`src/rtl/coiss_pkg.sv`:
```
package coiss_pkg;
  localparam int RSN_EMPTY = 0;
  localparam int RSN_HAZARD = 1;
  localparam int RSN_NOSETS = 2;
  localparam int RSN_N = 3;

  typedef struct packed {
    logic grant;
    logic [RSN_N-1:0] inc;
  } admitStrobes_t;
endpackage

```
`src/rtl/coiss_datapath.sv`:
```
module coiss_datapath
  import coiss_pkg::*;
#(
  parameter int LANES = 32,
  parameter int CNT_W = 32,
  localparam int LOG_L = $clog2(LANES),
  localparam int SET_W = LOG_L + 1,
  localparam int SHIFT_W = $clog2(LOG_L + 1),
  localparam int POP_W = $clog2(LANES + 1)
) (
  input  logic clk,
  input  logic rstN,
  input  logic [LANES-1:0] cachedMask,
  input  logic [LANES-1:0] splitMask,
  input  logic [SET_W-1:0] freeSets,
  input  logic [SHIFT_W-1:0] setShift,
  input  admitStrobes_t strb,
  output logic [LANES-1:0] effMask,
  output logic isEmpty,
  output logic overFree,
  output logic [SET_W-1:0] setsUsed,
  output logic [SET_W-1:0] remainSets,
  output logic [CNT_W-1:0] cntEmpty,
  output logic [CNT_W-1:0] cntHazard,
  output logic [CNT_W-1:0] cntNoSets
);
  localparam logic [CNT_W-1:0] CNT_MAX = {CNT_W{1'b1}};

  logic [POP_W-1:0] popCnt;
  logic [SHIFT_W-1:0] shAmt;
  logic [POP_W:0] roundUp;
  logic [SET_W-1:0] needSets;
  logic [CNT_W-1:0] cnt [RSN_N];

  assign effMask = cachedMask & splitMask;
  assign isEmpty = (effMask == '0);

  always_comb begin
    popCnt = '0;
    for (int i = 0; i < LANES; i++) popCnt = popCnt + POP_W'(effMask[i]);
  end

  assign shAmt = (setShift > SHIFT_W'(LOG_L)) ? SHIFT_W'(LOG_L) : setShift;

  always_comb begin
    roundUp = {1'b0, popCnt} + (((POP_W+1)'(1)) << shAmt) - (POP_W+1)'(1);
    needSets = SET_W'(roundUp >> shAmt);
  end

  assign overFree = (needSets > freeSets);
  assign setsUsed = strb.grant ? needSets : '0;
  assign remainSets = freeSets - setsUsed;

  generate
    for (genvar g = 0; g < RSN_N; g++) begin : gCnt
      always_ff @(posedge clk) begin
        if (!rstN) cnt[g] <= '0;
        else if (strb.inc[g] && cnt[g] != CNT_MAX) cnt[g] <= cnt[g] + 1'b1;
      end

      a_r8_saturate : assert property (@(posedge clk) disable iff (!rstN)
        (cnt[g] == CNT_MAX) |=> (cnt[g] == CNT_MAX));
      a_r8_step : assert property (@(posedge clk) disable iff (!rstN)
        (strb.inc[g] && cnt[g] != CNT_MAX) |=> (cnt[g] == $past(cnt[g]) + 1'b1));
      a_r7_hold : assert property (@(posedge clk) disable iff (!rstN)
        !strb.inc[g] |=> $stable(cnt[g]));
    end
  endgenerate

  assign cntEmpty = cnt[RSN_EMPTY];
  assign cntHazard = cnt[RSN_HAZARD];
  assign cntNoSets = cnt[RSN_NOSETS];

  // sets granted cover the active lanes and no set is wasted
  a_r4_ceiling : assert property (@(posedge clk) disable iff (!rstN)
    strb.grant |-> ((int'(setsUsed) << shAmt) >= int'(popCnt)) &&
                   (((int'(setsUsed) - 1) << shAmt) < int'(popCnt)));
  a_r5_fits : assert property (@(posedge clk) disable iff (!rstN)
    strb.grant |-> (setsUsed <= freeSets));
endmodule

```
`src/rtl/coiss_ctrl.sv`:
```
module coiss_ctrl
  import coiss_pkg::*;
(
  input  logic clk,
  input  logic rstN,
  input  logic candValid,
  input  logic isEmpty,
  input  logic sbHazard,
  input  logic overFree,
  output admitStrobes_t strb,
  output logic [RSN_N-1:0] denyReason
);
  always_comb begin
    denyReason = '0;
    if (candValid) begin
      if (isEmpty) denyReason[RSN_EMPTY] = 1'b1;
      else if (sbHazard) denyReason[RSN_HAZARD] = 1'b1;
      else if (overFree) denyReason[RSN_NOSETS] = 1'b1;
    end
    strb.inc = denyReason;
    strb.grant = candValid && (denyReason == '0);
  end

  a_r6_onehot : assert property (@(posedge clk) disable iff (!rstN)
    $onehot0({strb.grant, denyReason}));
  a_r7_idle : assert property (@(posedge clk) disable iff (!rstN)
    !candValid |-> (!strb.grant && denyReason == '0));
  a_r2_empty_first : assert property (@(posedge clk) disable iff (!rstN)
    (candValid && isEmpty) |-> denyReason[RSN_EMPTY]);
endmodule

```
`src/rtl/coiss_admit.sv`:
```
module coiss_admit
  import coiss_pkg::*;
#(
  parameter int LANES = 32,
  parameter int CNT_W = 32,
  localparam int LOG_L = $clog2(LANES),
  localparam int SET_W = LOG_L + 1,
  localparam int SHIFT_W = $clog2(LOG_L + 1)
) (
  input  logic clk,
  input  logic rstN,
  input  logic candValid,
  input  logic [LANES-1:0] cachedMask,
  input  logic [LANES-1:0] splitMask,
  input  logic [SET_W-1:0] freeSets,
  input  logic [SHIFT_W-1:0] setShift,
  input  logic sbHazard,
  output logic [LANES-1:0] effMask,
  output logic grant,
  output logic [SET_W-1:0] setsUsed,
  output logic [SET_W-1:0] remainSets,
  output logic [2:0] denyReason,
  output logic [CNT_W-1:0] cntEmpty,
  output logic [CNT_W-1:0] cntHazard,
  output logic [CNT_W-1:0] cntNoSets
);
  admitStrobes_t strb;
  logic isEmpty;
  logic overFree;

  coiss_ctrl uCtrl (
    .clk(clk), .rstN(rstN), .candValid(candValid), .isEmpty(isEmpty),
    .sbHazard(sbHazard), .overFree(overFree), .strb(strb),
    .denyReason(denyReason)
  );

  coiss_datapath #(.LANES(LANES), .CNT_W(CNT_W)) uDp (
    .clk(clk), .rstN(rstN), .cachedMask(cachedMask), .splitMask(splitMask),
    .freeSets(freeSets), .setShift(setShift), .strb(strb), .effMask(effMask),
    .isEmpty(isEmpty), .overFree(overFree), .setsUsed(setsUsed),
    .remainSets(remainSets), .cntEmpty(cntEmpty), .cntHazard(cntHazard),
    .cntNoSets(cntNoSets)
  );

  assign grant = strb.grant;

  // dispatch mask never holds a lane missing from either source mask
  a_r1_subset : assert property (@(posedge clk) disable iff (!rstN)
    ((effMask & ~cachedMask) == '0) && ((effMask & ~splitMask) == '0));
  a_r2_no_grant_empty : assert property (@(posedge clk) disable iff (!rstN)
    (effMask == '0) |-> !grant);
  a_r3_hazard_blocks : assert property (@(posedge clk) disable iff (!rstN)
    sbHazard |-> !grant);
  a_r6_remain : assert property (@(posedge clk) disable iff (!rstN)
    !grant |-> (remainSets == freeSets));
endmodule

```
`config.mk`:
```
export PLATFORM = sky130hd
export DESIGN_NAME = coiss_admit
export DESIGN_NICKNAME = d
export VERILOG_FILES = /design/src/rtl/coiss_pkg.sv /design/src/rtl/coiss_datapath.sv /design/src/rtl/coiss_ctrl.sv /design/src/rtl/coiss_admit.sv
export SDC_FILE = /design/constraint.sdc
export NUM_CORES = 1
export LEC_CHECK = 0
export ABC_AREA = 1
export BUFFER_PORTS_ARGS = -buffer_cell sky130_fd_sc_hd__buf_2
export CAP_MARGIN = 20
export CORE_ASPECT_RATIO = 0.75
export CORE_UTILIZATION = 30
export CTS_CLUSTER_SIZE = 10
export DETAILED_ROUTE_END_ITERATION = 8
export PLACE_DENSITY = 0.6
export SLEW_MARGIN = 20
export SYNTH_ARGS = -nofsm -noshare
export SYNTH_HDL_FRONTEND = slang
export SYNTH_SLANG_ARGS = --single-unit
```
`constraint.sdc`:
```
create_clock -name clk -period 15.95 [get_ports clk]
set_input_delay 0.7975 -clock clk [delete_from_list [all_inputs] [get_ports clk]]
set_output_delay 0.7975 -clock clk [all_outputs]
set_load 0.05 [all_outputs]
```
== Word-level counts from Yosys, hierarchy flattened ==
Memory sizes are Yosys's and may differ from the RTL's.
Index checks and enable logic that the tools add are counted.

* Register bits after elaboration: 0
* Bits in writable memories: 96
* Bits of input ports: 77
* Output and inout port bits: 144
* Word-level logic and storage cells: 76
* Memories: 1

{| class="wikitable"
|+ Memory list
! memory !! depth !! bits a word !! rd ports !! clocked after Yosys merged registers in !! write ports !! RTL line !! text
|-
| uDp.cnt || 3 || 32 || 3 || 0 || 3 || coiss_datapath.sv:33 || <nowiki>logic [CNT_W-1:0] cnt [RSN_N];</nowiki>
|}

* $add $sub $neg: 37
* Magnitude comparators: 2
* Equality and inequality tests: 3
* Shifts and indexed selects: 2
* Muxes and demuxes: 21
* Bitwise logic cells: 4
* Reduce and logical (&&, ||, !) cells: 6

{| class="wikitable"
|+ Operators with widths
! kind !! number
|-
| $add 6x1->6 || 30
|-
| $add 32x1->32 const B || 3
|-
| $mux 32 || 3
|-
| $ne 32x32->1 const B || 3
|-
| $and 32x32->32 || 1
|-
| $logic_not 32->1 || 1
|-
| $mux 1 || 14
|-
| $add 6x7->7 || 1
|-
| $shl 1x3->7 const A || 1
|-
| $shr 7x3->6 || 1
|-
| $sub 7x1->7 const B || 1
|-
| $gt 6x6->1 || 1
|-
| $mux 3 || 2
|-
| $mux 6 || 1
|-
| $sub 6x6->6 || 1
|-
| $logic_and 1x1->1 || 4
|-
| $gt 3x3->1 const B || 1
|-
| $logic_not 3->1 || 1
|-
| $or 1x1->1 || 3
|-
| $add 1x1->2 || 1
|-
| $mux 2 || 1
|}

== Logic depth before layout (Yosys ltp) ==
Gate-level depths: netlist of the first run.

* Depth after elaboration: 45
* Depth in mapped cells: 51
* Depth with buffers taken out: 51

== By module ==
Synthesis of the first run repeated with hierarchy kept, for this count alone.

* Cells, all modules: 1080
* Area total of the unflattened synthesis: 8202.9 sq um

{| class="wikitable"
|+ Modules (own cells, without submodules)
! module !! instances !! cells each !! area an instance (sq um) !! seq. area each (sq um)
|-
| coiss_datapath || 1 || 1066 || 8134.1 || 2882.8
|-
| coiss_ctrl || 1 || 14 || 68.8 || 0.0
|}

== Least setup slack after synthesis of the first run ==
No wires, ideal clock.

* Path type: input -> output
* From: input port cachedMask[1]
* To: output port remainSets[3]
* Arrival time: 9.537 ns
* Slack: 5.616 ns
* Stages: 39
* Cells stage by stage: nand2_1 ha_1 inv_1 fa_1 fa_1 fa_1 fa_1 fa_1 inv_1 fa_1 fa_1 inv_1 fa_1 ha_1 inv_1 ha_1 inv_1 fa_1 [3 not listed] nand2_1 nand2_1 nand2_1 nand2_1 inv_1 ha_1 inv_1 nor2_1 o21ai_0 nand2_1 nand2_1 nand4_1 nor2_1 inv_1 ha_1 nand2_1 o21ai_0 xor2_1

* Longest elaborated chain between the ends: 44
* Elaborated cells on any way between the ends: 46
* Those cells by class: add/sub (34); order compare (1); shift (1); mux (6); bitwise (1); reduce/logical (3)

{| class="wikitable"
|+ Ends and longest elaborated chain
! what !! RTL line !! text
|-
| start, declared || coiss_admit.sv:13 || <nowiki>input logic [LANES-1:0] cachedMask,</nowiki>
|-
| $and 32x32->32 * || coiss_datapath.sv:35 || <nowiki>assign effMask = cachedMask & splitMask;</nowiki>
|-
| $add 1x1->2 || coiss_datapath.sv:40 || <nowiki>for (int i = 0; i < LANES; i++) popCnt = popCnt + POP_W'(effMask[i]);</nowiki>
|-
| $add 6x1->6 (30 in series) || coiss_datapath.sv:40 ||
|-
| $add 6x7->7 || coiss_datapath.sv:46 || <nowiki>roundUp = {1'b0, popCnt} + (((POP_W+1)'(1)) << shAmt) - (POP_W+1)'(1);</nowiki>
|-
| $sub 7x1->7 || coiss_datapath.sv:46 ||
|-
| $shr 7x3->6 || coiss_datapath.sv:47 || <nowiki>needSets = SET_W'(roundUp >> shAmt);</nowiki>
|-
| $gt 6x6->1 || coiss_datapath.sv:50 || <nowiki>assign overFree = (needSets > freeSets);</nowiki>
|-
| $mux 1 || coiss_ctrl.sv:18 || <nowiki>else if (overFree) denyReason[RSN_NOSETS] = 1'b1;</nowiki>
|-
| $mux 1 || coiss_ctrl.sv:17 || <nowiki>else if (sbHazard) denyReason[RSN_HAZARD] = 1'b1;</nowiki>
|-
| $mux 2 || coiss_ctrl.sv:16 || <nowiki>if (isEmpty) denyReason[RSN_EMPTY] = 1'b1;</nowiki>
|-
| $mux 3 || coiss_ctrl.sv:15 || <nowiki>if (candValid) begin</nowiki>
|-
| $logic_not 3->1 || coiss_ctrl.sv:21 || <nowiki>strb.grant = candValid && (denyReason == '0);</nowiki>
|-
| $logic_and 1x1->1 || coiss_ctrl.sv:21 ||
|-
| $mux 6 * || coiss_datapath.sv:51 || <nowiki>assign setsUsed = strb.grant ? needSets : '0;</nowiki>
|-
| named net setsUsed[1] || coiss_admit.sv:20 || <nowiki>output logic [SET_W-1:0] setsUsed,</nowiki>
|-
| $sub 6x6->6 * || coiss_datapath.sv:52 || <nowiki>assign remainSets = freeSets - setsUsed;</nowiki>
|-
| end, declared || coiss_admit.sv:21 || <nowiki>output logic [SET_W-1:0] remainSets,</nowiki>
|}

The timed path passes the listed nets; every way through them passes the cells marked *.

== Worst setup path in the final report of the first run ==
* From: input port splitMask[1]
* To: output port remainSets[5]

* Longest elaborated chain between the ends: 44
* Elaborated cells on any way between the ends: 46
* Those cells by class: add/sub (34); order compare (1); shift (1); mux (6); bitwise (1); reduce/logical (3)

{| class="wikitable"
|+ Ends and longest elaborated chain
! what !! RTL line !! text
|-
| start, declared || coiss_admit.sv:14 || <nowiki>input logic [LANES-1:0] splitMask,</nowiki>
|-
| $and 32x32->32 * || coiss_datapath.sv:35 ||
|-
| $add 1x1->2 || coiss_datapath.sv:40 ||
|-
| $add 6x1->6 (30 in series) || coiss_datapath.sv:40 ||
|-
| $add 6x7->7 || coiss_datapath.sv:46 ||
|-
| $sub 7x1->7 || coiss_datapath.sv:46 ||
|-
| $shr 7x3->6 || coiss_datapath.sv:47 ||
|-
| $gt 6x6->1 || coiss_datapath.sv:50 ||
|-
| $mux 1 || coiss_ctrl.sv:18 ||
|-
| $mux 1 || coiss_ctrl.sv:17 ||
|-
| $mux 2 || coiss_ctrl.sv:16 ||
|-
| $mux 3 || coiss_ctrl.sv:15 ||
|-
| $logic_not 3->1 || coiss_ctrl.sv:21 ||
|-
| $logic_and 1x1->1 || coiss_ctrl.sv:21 ||
|-
| $mux 6 * || coiss_datapath.sv:51 ||
|-
| $sub 6x6->6 * || coiss_datapath.sv:52 ||
|}

Every way passes the cells marked *; elsewhere a longest branch is shown, timed or not.

==> results.py, run 1 <==
metrics = {
    "cells_and_area": {
        "fillerInstances": 2780,
        "top_register": "uDp.cnt",
        "fin_nets": 1412,
        "antennaDiodeCount": 0,
        "largest_register_ff_count": 96,
        "area_delta_synth_final_pct": 21.9,
        "multiInputGateArea_um2": 4400,
        "final_layout_size_suffix_gt1_share_pct": 21.1,
        "stdcell_area_um2": 9850,
        "reg.largest.list": "uDp.cnt: 96 flops",
        "ff_latch_area_um2": 2880,
    },
    "global_route": {
        "globalRoute.totalOverflow": 0,
        "grt_max_degree": 33,
        "first_global_vias": 7232,
        "groute.usage.overall_pct": 17.5,
        "grt_antenna_before_repair": 1,
        "wire_length_of_the_first_global_routing_pass_um": 37700,
    },
    "clock_network": {
        "clock-root-buffer": "clkbuf_16",
        "htreeDepth": 3,
        "cts_inserted_buffers": 9,
        "worst_skew_pair.late_latency_ps": 360,
        "clock_sink_count": 96,
        "post_cts.repair.setup_buffers": 0,
        "cts.repair.resized": 0,
        "cts_max_path_buffers": 2,
        "clock_slew_at_reported_path_ffs_ps": 70,
        "clock_tree_from_tritoncts": "done",
        "hold_buffers": 0,
    },
    "timing": {
        "report.final.hold_viol_count": 0,
        "slew_viol_final": 0,
        "finalCriticalPeriod_ps": 10320,
        "grt_setup_unrepaired": "no",
        "slew_headroom_pct": 36.3,
        "finalCritPeriodShare_pct": 64.7,
        "clock_skew_ps": 12.4,
        "achievable-frequency_mhz": 96.9,
        "totalNegativeSetupSlack_ps": 0,
        "report.final.setup_viol": 0,
        "max_slew.worst_pin.slew_ps": 954,
    },
    "worst_setup_path": {
        "crit_cells": 47,
        "timing.critical_path.slowest_stage_cell": "fa_1",
        "crit_required_ps": 15150,
        "critical-path-max-stage-delay_ps": 540,
        "cp-startpoint": "splitMask[1]",
        "path_buf_inv": 10,
        "crit_path_max_fanout": 5,
        "crit_type": "in2out",
        "worstReg2RegStart": "uDp.cnt[2][0]",
        "timing.critical_path.mode_cell": "nand2_1",
        "start_kind": "input port",
        "worst-r2r-cell-count": 10,
        "timing.critical_path.arrival_ps": 9530,
        "r2r_slack_ps": 13370,
        "critical_path.endpoint_type": "output pin",
        "critical_path.top_delay_family": "adder cells",
    },
    "yosys": {
        "synth_enable_flop_cells": 96,
        "ys_seq_area_share_pct": 35.7,
        "synthesis.yosys.warnings": 0,
        "synthesis.area_per_instance_um2": 7.69,
        "dominantRegCellSynth": "edfxtp_1",
        "async_reset_ff_share_pct": 0,
        "synth_fp_nets": 1188,
        "netlist_area_um2": 8080,
        "syn-instance-count": 1051,
        "yosysUniqueCellTypes": 39,
        "synth-seq-cells": 96,
    },
    "drt": {
        "detail_route.iter0.violations": 529,
        "ant_nets": 0,
        "routed-via-count": 7618,
        "wl_per_cell_um": 14.6,
        "drt_pre_antenna_iters": 5,
        "routed_wirelength_um": 23700,
        "drcViolationCount": 0,
        "vias_per_cell": 4.69,
    },
    "floorplanning": {
        "start_util_pct": 30.8,
        "die_area_um2": 27600,
        "placement_rows": 51,
        "core_area_um2": 26200,
        "die_width_um": 192,
        "chipHeight_um": 144,
        "ioPinCount": 221,
    },
    "worst_hold_path": {
        "hold_path_startpoint": "uDp.cnt[1][0]",
        "worst_hold_path_type": "reg2reg",
        "timing.hold.worst_path_depth": 1,
    },
    "placed_design": {
        "half_perimeter_wire_length_after_placement_um": 19400,
        "total_of_buffers_placed_on_input_and_output_ports": 220,
        "dpl_cell_area_um2": 9560,
        "gpl.final_weighted_congestion": 0.910,
    },
    "power": {
        "power_density_nw_per_um2": 205,
        "worst_ir_drop_vdd_mv": 0.187,
        "power.static_leakage_nw": 4.73,
    },
    "flow_run": {
        "maxCapViolations": 0,
    },
    "outcome": {
        "outcome": "finished, final reports clean",
    },
}
-- synth_stat cells (16+ instances only) --
library cell / n / area, um2
nand2_1: 255 / 957
inv_1: 189 / 709
nor2_1: 134 / 503
edfxtp_1: 96 / 2880
nor3_1: 66 / 330
xor2_1: 46 / 403
nand3_1: 39 / 195
ha_1: 34 / 425
a21oi_1: 27 / 135
fa_1: 26 / 521
nand4_1: 26 / 163
xnor2_1: 23 / 201
nor3b_1: 16 / 120
-- worst register-to-register path, cell delays in order (launching register included) --
cell and delay [ps]:
edfxtp_1 430, ha_1 200, nand2_1 80, nor2_1 300
nand2_1 210, nor2_2 150, nand2_1 110, nand4_1 100
buf_4 320, nand2_1 90, buf_4 270
-- cell usage in the layout (no fill, tap or decap), types with 2 or more instances in the layout --
master and n:
xnor2_1 23, ha_1 34, nor4_1 5, nor2_2 3
nor3_1 66, nor3b_1 16, nand4_1 26, clkinv_4 2
nand2_2 4, clkbuf_16 9, buf_4 4, nand3_1 39
o21ai_0 12, fa_1 26, nor2_1 134, xor2_1 46
nand2_1 255, nor3_2 3, a31oi_1 2, buf_2 220
edfxtp_1 96, nand4_2 2, a21oi_1 27, or2_2 12
and2_1 5, inv_1 189, a21oi_2 3
-- kinds of logic after synthesis --
logic type | Yosys count | synth area share (%)
xor+xnor | 69 | 7.48
buf+inv | 200 | 9.86
simple gates | 578 | 32.0
flops | 96 | 35.7
fa+ha+maj | 60 | 11.7
compound gates | 48 | 3.28
-- routing by layer --
layer  wire length [um]  global-route usage, %  vias up
li1                   -                      -     3813
met1              11500                   24.9     3542
met2              10100                   26.8      242
met3               1900                   4.37       21
met4                206                   3.22        0
met5                  0                      0        -
-- worst paths after layout --
path,endpoint
max,remainSets[5]
min,uDp.cnt[1][0]
max reg2reg,uDp.cnt[2][20]
min reg2reg,uDp.cnt[1][0]
-- where the power goes --
group / switching [mW] / internal [mW] / total (mW) / leakage [nW]
clock: 0.0995 / 0.122 / 0.222 / 0.141
sequential: 0.0448 / 0.322 / 0.367 / 1.00
combinational: 0.937 / 0.491 / 1.43 / 3.59
total: 1.08 / 0.935 / 2.02 / 4.73
-- metrics by stage --
stage | cells | hold slack [ps] | total power [mW] | util, % | worst slack [ps]
2_1_floorplan | 1051 | 880 | 1.51 | - | 5620
3_3_place_gp | 1608 | 611 | 1.78 | 36.4 | 5800
3_5_place_dp | 1608 | 619 | 1.80 | 36.4 | 5630
4_1_cts | 1624 | 630 | 2.03 | 37.6 | 5620
5_1_grt | 1624 | 660 | 2.24 | 37.6 | 4940
6_report | 1624 | 620 | 2.02 | 37.6 | 5630
-- layout make-up --
class	instances	share of cell area, %
clock buffers	10	2.32
clock inverters	6	0.686
inverters	189	7.20
multi-input cells	755	44.7
flip-flops and latches	96	29.3
well taps	344	4.37
repair buffers	224	11.5
Note: power is estimated with default switching activity, not from simulation.
==> run 2: changes to the inputs <==
--- a/config.mk
+++ b/config.mk
@@ -5,7 +5,7 @@
 export SDC_FILE = /design/constraint.sdc
 export NUM_CORES = 1
 export LEC_CHECK = 0
-export ABC_AREA = 1
+export ABC_AREA = 0
 export BUFFER_PORTS_ARGS = -buffer_cell sky130_fd_sc_hd__buf_2
 export CAP_MARGIN = 20
 export CORE_ASPECT_RATIO = 0.75
==> constraint.sdc (replaced) <==
create_clock -name clk -period 10.5 [get_ports clk]
set_input_delay 0.525 -clock clk [delete_from_list [all_inputs] [get_ports clk]]
set_output_delay 0.525 -clock clk [all_outputs]
set_load 0.05 [all_outputs]
==> results.py, run 2 <==
metrics = {
    "global_route": {
        "groute.usage.overall_pct": 15.4,
        "grt_antenna_before_repair": 0,
        "grt_max_degree": 33,
        "first_global_vias": 5652,
        "wire_length_of_the_first_global_routing_pass_um": 29900,
        "globalRoute.totalOverflow": 0,
    },
    "clock_network": {
        "cts_inserted_buffers": 9,
        "clock_tree_from_tritoncts": "done",
        "htreeDepth": 3,
        "clock_sink_count": 96,
        "hold_buffers": 0,
        "cts_max_path_buffers": 2,
        "worst_skew_pair.late_latency_ps": 360,
        "clock-root-buffer": "clkbuf_16",
        "clock_slew_at_reported_path_ffs_ps": 60,
    },
    "yosys": {
        "synth_fp_nets": 898,
        "ys_seq_area_share_pct": 39.9,
        "synth.most_common_cell": "nor2_1",
        "synthesis.area_per_instance_um2": 9.50,
        "synth-seq-cells": 96,
        "synthesis.yosys.warnings": 0,
        "synth_top_area_cell": "edfxtp_1",
        "dominantRegCellSynth": "edfxtp_1",
        "ranking_of_synthesized_cells_by_instance_count": "nor2_1, edfxtp_1, inv_1",
        "netlist_area_um2": 7230,
        "portion_of_synthesized_cell_area_occupied_by_the_leading_cell_type_pct": 39.9,
        "synth_enable_flop_cells": 96,
        "yosysUniqueCellTypes": 50,
        "async_reset_ff_share_pct": 0,
        "synth.area.top_cells": "edfxtp_1, xor2_1, fa_1",
        "syn-instance-count": 761,
    },
    "drt": {
        "ant_nets": 0,
        "detail_route.iter0.violations": 287,
        "routed_wirelength_um": 18900,
        "vias_per_cell": 4.61,
        "wl_per_cell_um": 14.6,
        "drt_pre_antenna_iters": 4,
        "drcViolationCount": 0,
        "routed-via-count": 5944,
    },
    "worst_setup_path": {
        "crit_path_max_fanout": 5,
        "crit_required_ps": 9980,
        "timing.critical_path.mode_cell": "fa_1",
        "critical-path-max-stage-delay_ps": 550,
        "timing.critical_path.arrival_ps": 9460,
        "r2r_end": "uDp.cnt[1][13]",
        "start_kind": "input port",
        "r2r_slack_ps": 7380,
        "worst-r2r-cell-count": 6,
        "timing.critical_path.slowest_stage_cell": "fa_1",
        "crit_type": "in2out",
        "worstReg2RegStart": "uDp.cnt[1][8]",
        "critical_path.endpoint_type": "output pin",
    },
    "timing": {
        "grt_setup_unrepaired": "no",
        "report.final.hold_viol_count": 0,
        "slew_headroom_pct": 32.3,
        "report.final.setup_viol": 0,
        "slew_viol_final": 0,
        "totalNegativeSetupSlack_ps": 0,
        "clock_skew_ps": 18.2,
        "achievable-frequency_mhz": 100,
        "finalCritPeriodShare_pct": 95.1,
        "finalCriticalPeriod_ps": 9980,
        "max_slew.worst_pin.slew_ps": 1020,
    },
    "cells_and_area": {
        "antennaDiodeCount": 0,
        "most-common-layout-cells": "buf_2, nor2_1, edfxtp_1, inv_1, nand2_1",
        "stdcell_area_um2": 9070,
        "utilization_pct": 38.9,
        "layout.cells.most_common": "buf_2",
        "largest_register_ff_count": 96,
        "fillerInstances": 2347,
        "area_delta_synth_final_pct": 25.4,
        "final_layout_size_suffix_gt1_share_pct": 28.4,
        "fin_nets": 1122,
        "reg.largest.list": "uDp.cnt: 96 flops",
        "top_register": "uDp.cnt",
    },
    "worst_hold_path": {
        "timing.hold.worst_path_depth": 1,
        "min_to": "uDp.cnt[0][0]",
        "hold_path_startpoint": "uDp.cnt[0][0]",
        "worst_hold_path_type": "reg2reg",
    },
    "floorplanning": {
        "core_area_um2": 23300,
        "die_width_um": 181,
        "start_util_pct": 31.0,
        "placement_rows": 48,
        "chipHeight_um": 136,
        "die_area_um2": 24700,
        "ioPinCount": 221,
    },
    "power": {
        "worst_ir_drop_vdd_mv": 0.319,
        "power_density_nw_per_um2": 375,
        "power.static_leakage_nw": 4.11,
    },
    "placed_design": {
        "half_perimeter_wire_length_after_placement_um": 15100,
        "dpl_cell_area_um2": 8680,
        "gpl.final_weighted_congestion": 0.813,
        "total_of_buffers_placed_on_input_and_output_ports": 220,
    },
    "flow_run": {
        "maxCapViolations": 0,
    },
    "outcome": {
        "outcome": "finished, final reports clean",
    },
}
## run 2: cell count changes in the layout (fill, tap and decap cells not counted), moves of 10 or more
cell | before | now
and3_1 | 0 | 23
or2_2 | 12 | 2
xor2_1 | 46 | 66
nand2_1 | 255 | 69
nor3_1 | 66 | 5
nor3b_1 | 16 | 0
nand3_1 | 39 | 53
nor2_1 | 134 | 119
a21oi_1 | 27 | 10
inv_1 | 189 | 92
## run 2: logic make-up (layout without fill, tap and decap cells)
logic type,count (synthesis),in the layout,synth area share [%]
adder cells (fa/ha/maj),60,60,13.1
AO/OA/AOI/OAI,46,46,4.05
multiplexers,6,6,1.04
flip-flops,96,96,39.9
AND/OR/NAND/NOR,344,344,23.7
XOR/XNOR,100,100,12.1
buffers and inverters,109,338,6.18
## run 2: worst max path at each step
stage	start	endpoint	slack, ps	cells after the start
5_1_grt	splitMask[0]	remainSets[5]	2	43
6_report	splitMask[0]	remainSets[5]	520	43
3_5_place_dp	splitMask[0]	remainSets[5]	30	43
3_3_place_gp	splitMask[0]	remainSets[5]	190	43
4_1_cts	splitMask[0]	remainSets[5]	2	43
2_1_floorplan	cachedMask[0]	remainSets[5]	-210	40
## run 2: area by class of cell
cell class                      instances  area [um2]  share of cell area (%)
Clock inverter                          7        97.6                    1.08
Timing Repair Buffer                  229        1170                    13.0
Sequential cell                        96        2880                    31.8
Multi-Input combinational cell        556        3960                    43.7
Inverter                               93         349                    3.85
Clock buffer                            9         225                    2.48
Tap cell                              300         375                    4.14
## run 2: per-stage QoR
| step | std cells | hold slack [ps] | power, mW | setup slack (ps) |
|---|---|---|---|---|
| after floorplan | 761 | 748 | 2.43 | -210 |
| after global placement | 1271 | 606 | 2.87 | 192 |
| after detailed placement | 1271 | 617 | 2.93 | 33.5 |
| after CTS | 1287 | 631 | 3.31 | 1.95 |
| after global routing | 1290 | 645 | 3.70 | 1.58 |
| final | 1290 | 634 | 3.40 | 516 |
## run 2: repair_timing
| item | 4_1_cts | 5_1_grt |
|---|---|---|
| buffers inserted | 0 | 3 |
| endpoints found under the setup margin | 0 | 3 |
| gates resized for setup | 0 | 13 |
## run 2: power by group
group | switching [mW] | internal [mW]
Combinational | 1.52 | 0.966
Sequential | 0.0603 | 0.485
Clock | 0.168 | 0.193
## run 2: per-layer routing
layer,global-route usage (%),routed length [um]
met1,22.0,9310
met2,24.4,8470
met3,2.79,929
met4,3.11,143
met5,0,0
## run 2: critical path: cells and delay by family
kind / cells / cell delay [ps]
AO/OA/AOI/OAI: 8 / 1320
adder cells (fa/ha/maj): 14 / 5260
AND/OR/NAND/NOR: 8 / 1120
buffers and inverters: 10 / 790
XOR/XNOR: 3 / 430
==> run 3: changes to the inputs <==
--- a/config.mk
+++ b/config.mk
@@ -12,7 +12,9 @@
 export CORE_UTILIZATION = 30
 export CTS_CLUSTER_SIZE = 10
 export DETAILED_ROUTE_END_ITERATION = 8
+export GPL_ROUTABILITY_DRIVEN = 0
 export PLACE_DENSITY = 0.6
+export RECOVER_POWER = 25
 export SLEW_MARGIN = 20
 export SYNTH_ARGS = -nofsm -noshare
 export SYNTH_HDL_FRONTEND = slang
==> results.py, run 3 (synthesis results as in run 2) <==
metrics = {
    "global_route": {
        "grt_antenna_before_repair": 0,
        "first_global_vias": 5652,
        "groute.usage.overall_pct": 15.4,
        "globalRoute.totalOverflow": 0,
        "wire_length_of_the_first_global_routing_pass_um": 29900,
        "grt_max_degree": 33,
    },
    "timing": {
        "slew_headroom_pct": 32.2,
        "slew_viol_final": 0,
        "report.final.hold_viol_count": 0,
        "finalCriticalPeriod_ps": 9980,
        "postLayoutSetupSlackWorst_ps": 517,
        "clock_skew_ps": 16.0,
        "worst_hold_slack_across_all_endpoints_ps": 640,
        "report.final.setup_viol": 0,
        "finalCritPeriodShare_pct": 95.1,
        "achievable-frequency_mhz": 100,
        "totalNegativeSetupSlack_ps": 0,
        "max_slew.worst_pin.slew_ps": 1020,
    },
    "clock_network": {
        "clock-root-buffer": "clkbuf_16",
        "worst_skew_pair.late_latency_ps": 350,
        "cts_inserted_buffers": 9,
        "clock_slew_at_reported_path_ffs_ps": 60,
        "cts_max_path_buffers": 2,
        "clock_tree_from_tritoncts": "done",
        "htreeDepth": 3,
        "hold_buffers": 0,
        "clock_sink_count": 96,
    },
    "power": {
        "p_sw_mw": 1.76,
        "pwr-share-clk_pct": 10.6,
        "switching_part_of_the_total_pct": 51.8,
        "design_power_total_mw": 3.39,
        "power_density_nw_per_um2": 378,
        "share_comb_of_total_power_pct": 73.3,
        "worst_ir_drop_vdd_mv": 0.316,
        "power.static_leakage_nw": 3.83,
        "cellInternalPower_mw": 1.64,
        "seq_power_share_pct": 16.1,
    },
    "worst_setup_path": {
        "timing.critical_path.slowest_stage_cell": "fa_1",
        "crit_required_ps": 9980,
        "critical-path-max-stage-delay_ps": 550,
        "worst-r2r-cell-count": 6,
        "timing.critical_path.arrival_ps": 9460,
        "start_kind": "input port",
        "worstReg2RegStart": "uDp.cnt[1][8]",
        "cp-startpoint": "splitMask[0]",
        "timing.critical_path.mode_cell": "fa_1",
        "crit_path_max_fanout": 5,
        "critical_path.endpoint_type": "output pin",
        "crit_type": "in2out",
    },
    "outcome": {
        "outcome": "finished, final reports clean",
    },
    "cells_and_area": {
        "fin_nets": 1122,
        "stdcell_area_um2": 8960,
        "layout.cells.most_common": "buf_2",
        "largest_register_ff_count": 96,
        "final_layout_size_suffix_gt1_share_pct": 19.9,
        "most-common-layout-cells": "buf_2, nor2_1, edfxtp_1, inv_1, clkbuf_1",
        "utilization_pct": 38.5,
        "non_filler_instance_count_after_layout": 1290,
        "antennaDiodeCount": 0,
        "top_register": "uDp.cnt",
        "fillerInstances": 2389,
        "reg.largest.list": "uDp.cnt: 96 flops",
        "area_delta_synth_final_pct": 24.0,
    },
    "placed_design": {
        "half_perimeter_wire_length_after_placement_um": 15100,
        "post-place-ws_ps": 33.5,
        "dp_cells": 1271,
        "dpl_cell_area_um2": 8680,
        "total_of_buffers_placed_on_input_and_output_ports": 220,
    },
    "flow_run": {
        "maxCapViolations": 0,
    },
    "floorplanning": {
        "placement_rows": 48,
        "die_area_um2": 24700,
        "chipHeight_um": 136,
        "core_area_um2": 23300,
        "start_util_pct": 31.0,
        "ioPinCount": 221,
        "die_width_um": 181,
    },
    "worst_hold_path": {
        "timing.hold.worst_path_depth": 1,
        "hold_path_startpoint": "uDp.cnt[0][0]",
        "worst_hold_path_type": "reg2reg",
    },
    "drt": {
        "wl_per_cell_um": 14.6,
        "drcViolationCount": 0,
        "ant_nets": 0,
        "routed_wirelength_um": 18800,
        "routed-via-count": 5932,
        "detail_route.iter0.violations": 285,
        "vias_per_cell": 4.60,
        "drt_pre_antenna_iters": 5,
    },
}
run 3: repair_timing:
action | in CTS | in global routing
resized for setup | 0 | 13
setup endpoints to repair | 0 | 3
setup buffers | 0 | 3
run 3: final timing paths:
| path | slack, ps | endpoint |
|---|---|---|
| min | 640 | uDp.cnt[0][0] |
| max | 520 | remainSets[5] |
| min reg2reg | 640 | uDp.cnt[0][0] |
| max reg2reg | 7380 | uDp.cnt[1][13] |
run 3: power by group through the flow:
stage          logic (mW)  clock network [mW]  registers [mW]
2_1_floorplan        1.72                   0           0.710
3_3_place_gp         2.32                   0           0.552
3_5_place_dp         2.38                   0           0.554
4_1_cts              2.39               0.373           0.546
5_1_grt              2.75               0.385           0.557
6_report             2.48               0.360           0.546
run 3: routing by layer:
metal  part of all wire [%]  routed length, um  GRT usage [%]  vias to the layer above
li1                       -                  -              -                     3015
met1                     49               9170           22.0                     2744
met2                     45               8470           24.4                      160
met3                    5.4               1020           2.79                       13
met4                   0.87                163           3.11                        0
met5                      0                  0              0                        -
run 3: critical path: cells and delay by family:
kind / cells / cell delay [ps]
simple gates: 8 / 1120
fa+ha+maj: 14 / 5260
buf+inv: 10 / 790
xor+xnor: 3 / 430
compound gates: 8 / 1310
run 3: area by class of cell:
type,instances,area [um2],share of cell area (%)
Multi-Input combinational cell,556,3960,44.2
Sequential cell,96,2880,32.2
Timing Repair Buffer,229,1070,11.9
Tap cell,300,375,4.19
Inverter,93,349,3.90
Clock buffer,9,225,2.51
Clock inverter,7,97.6,1.09
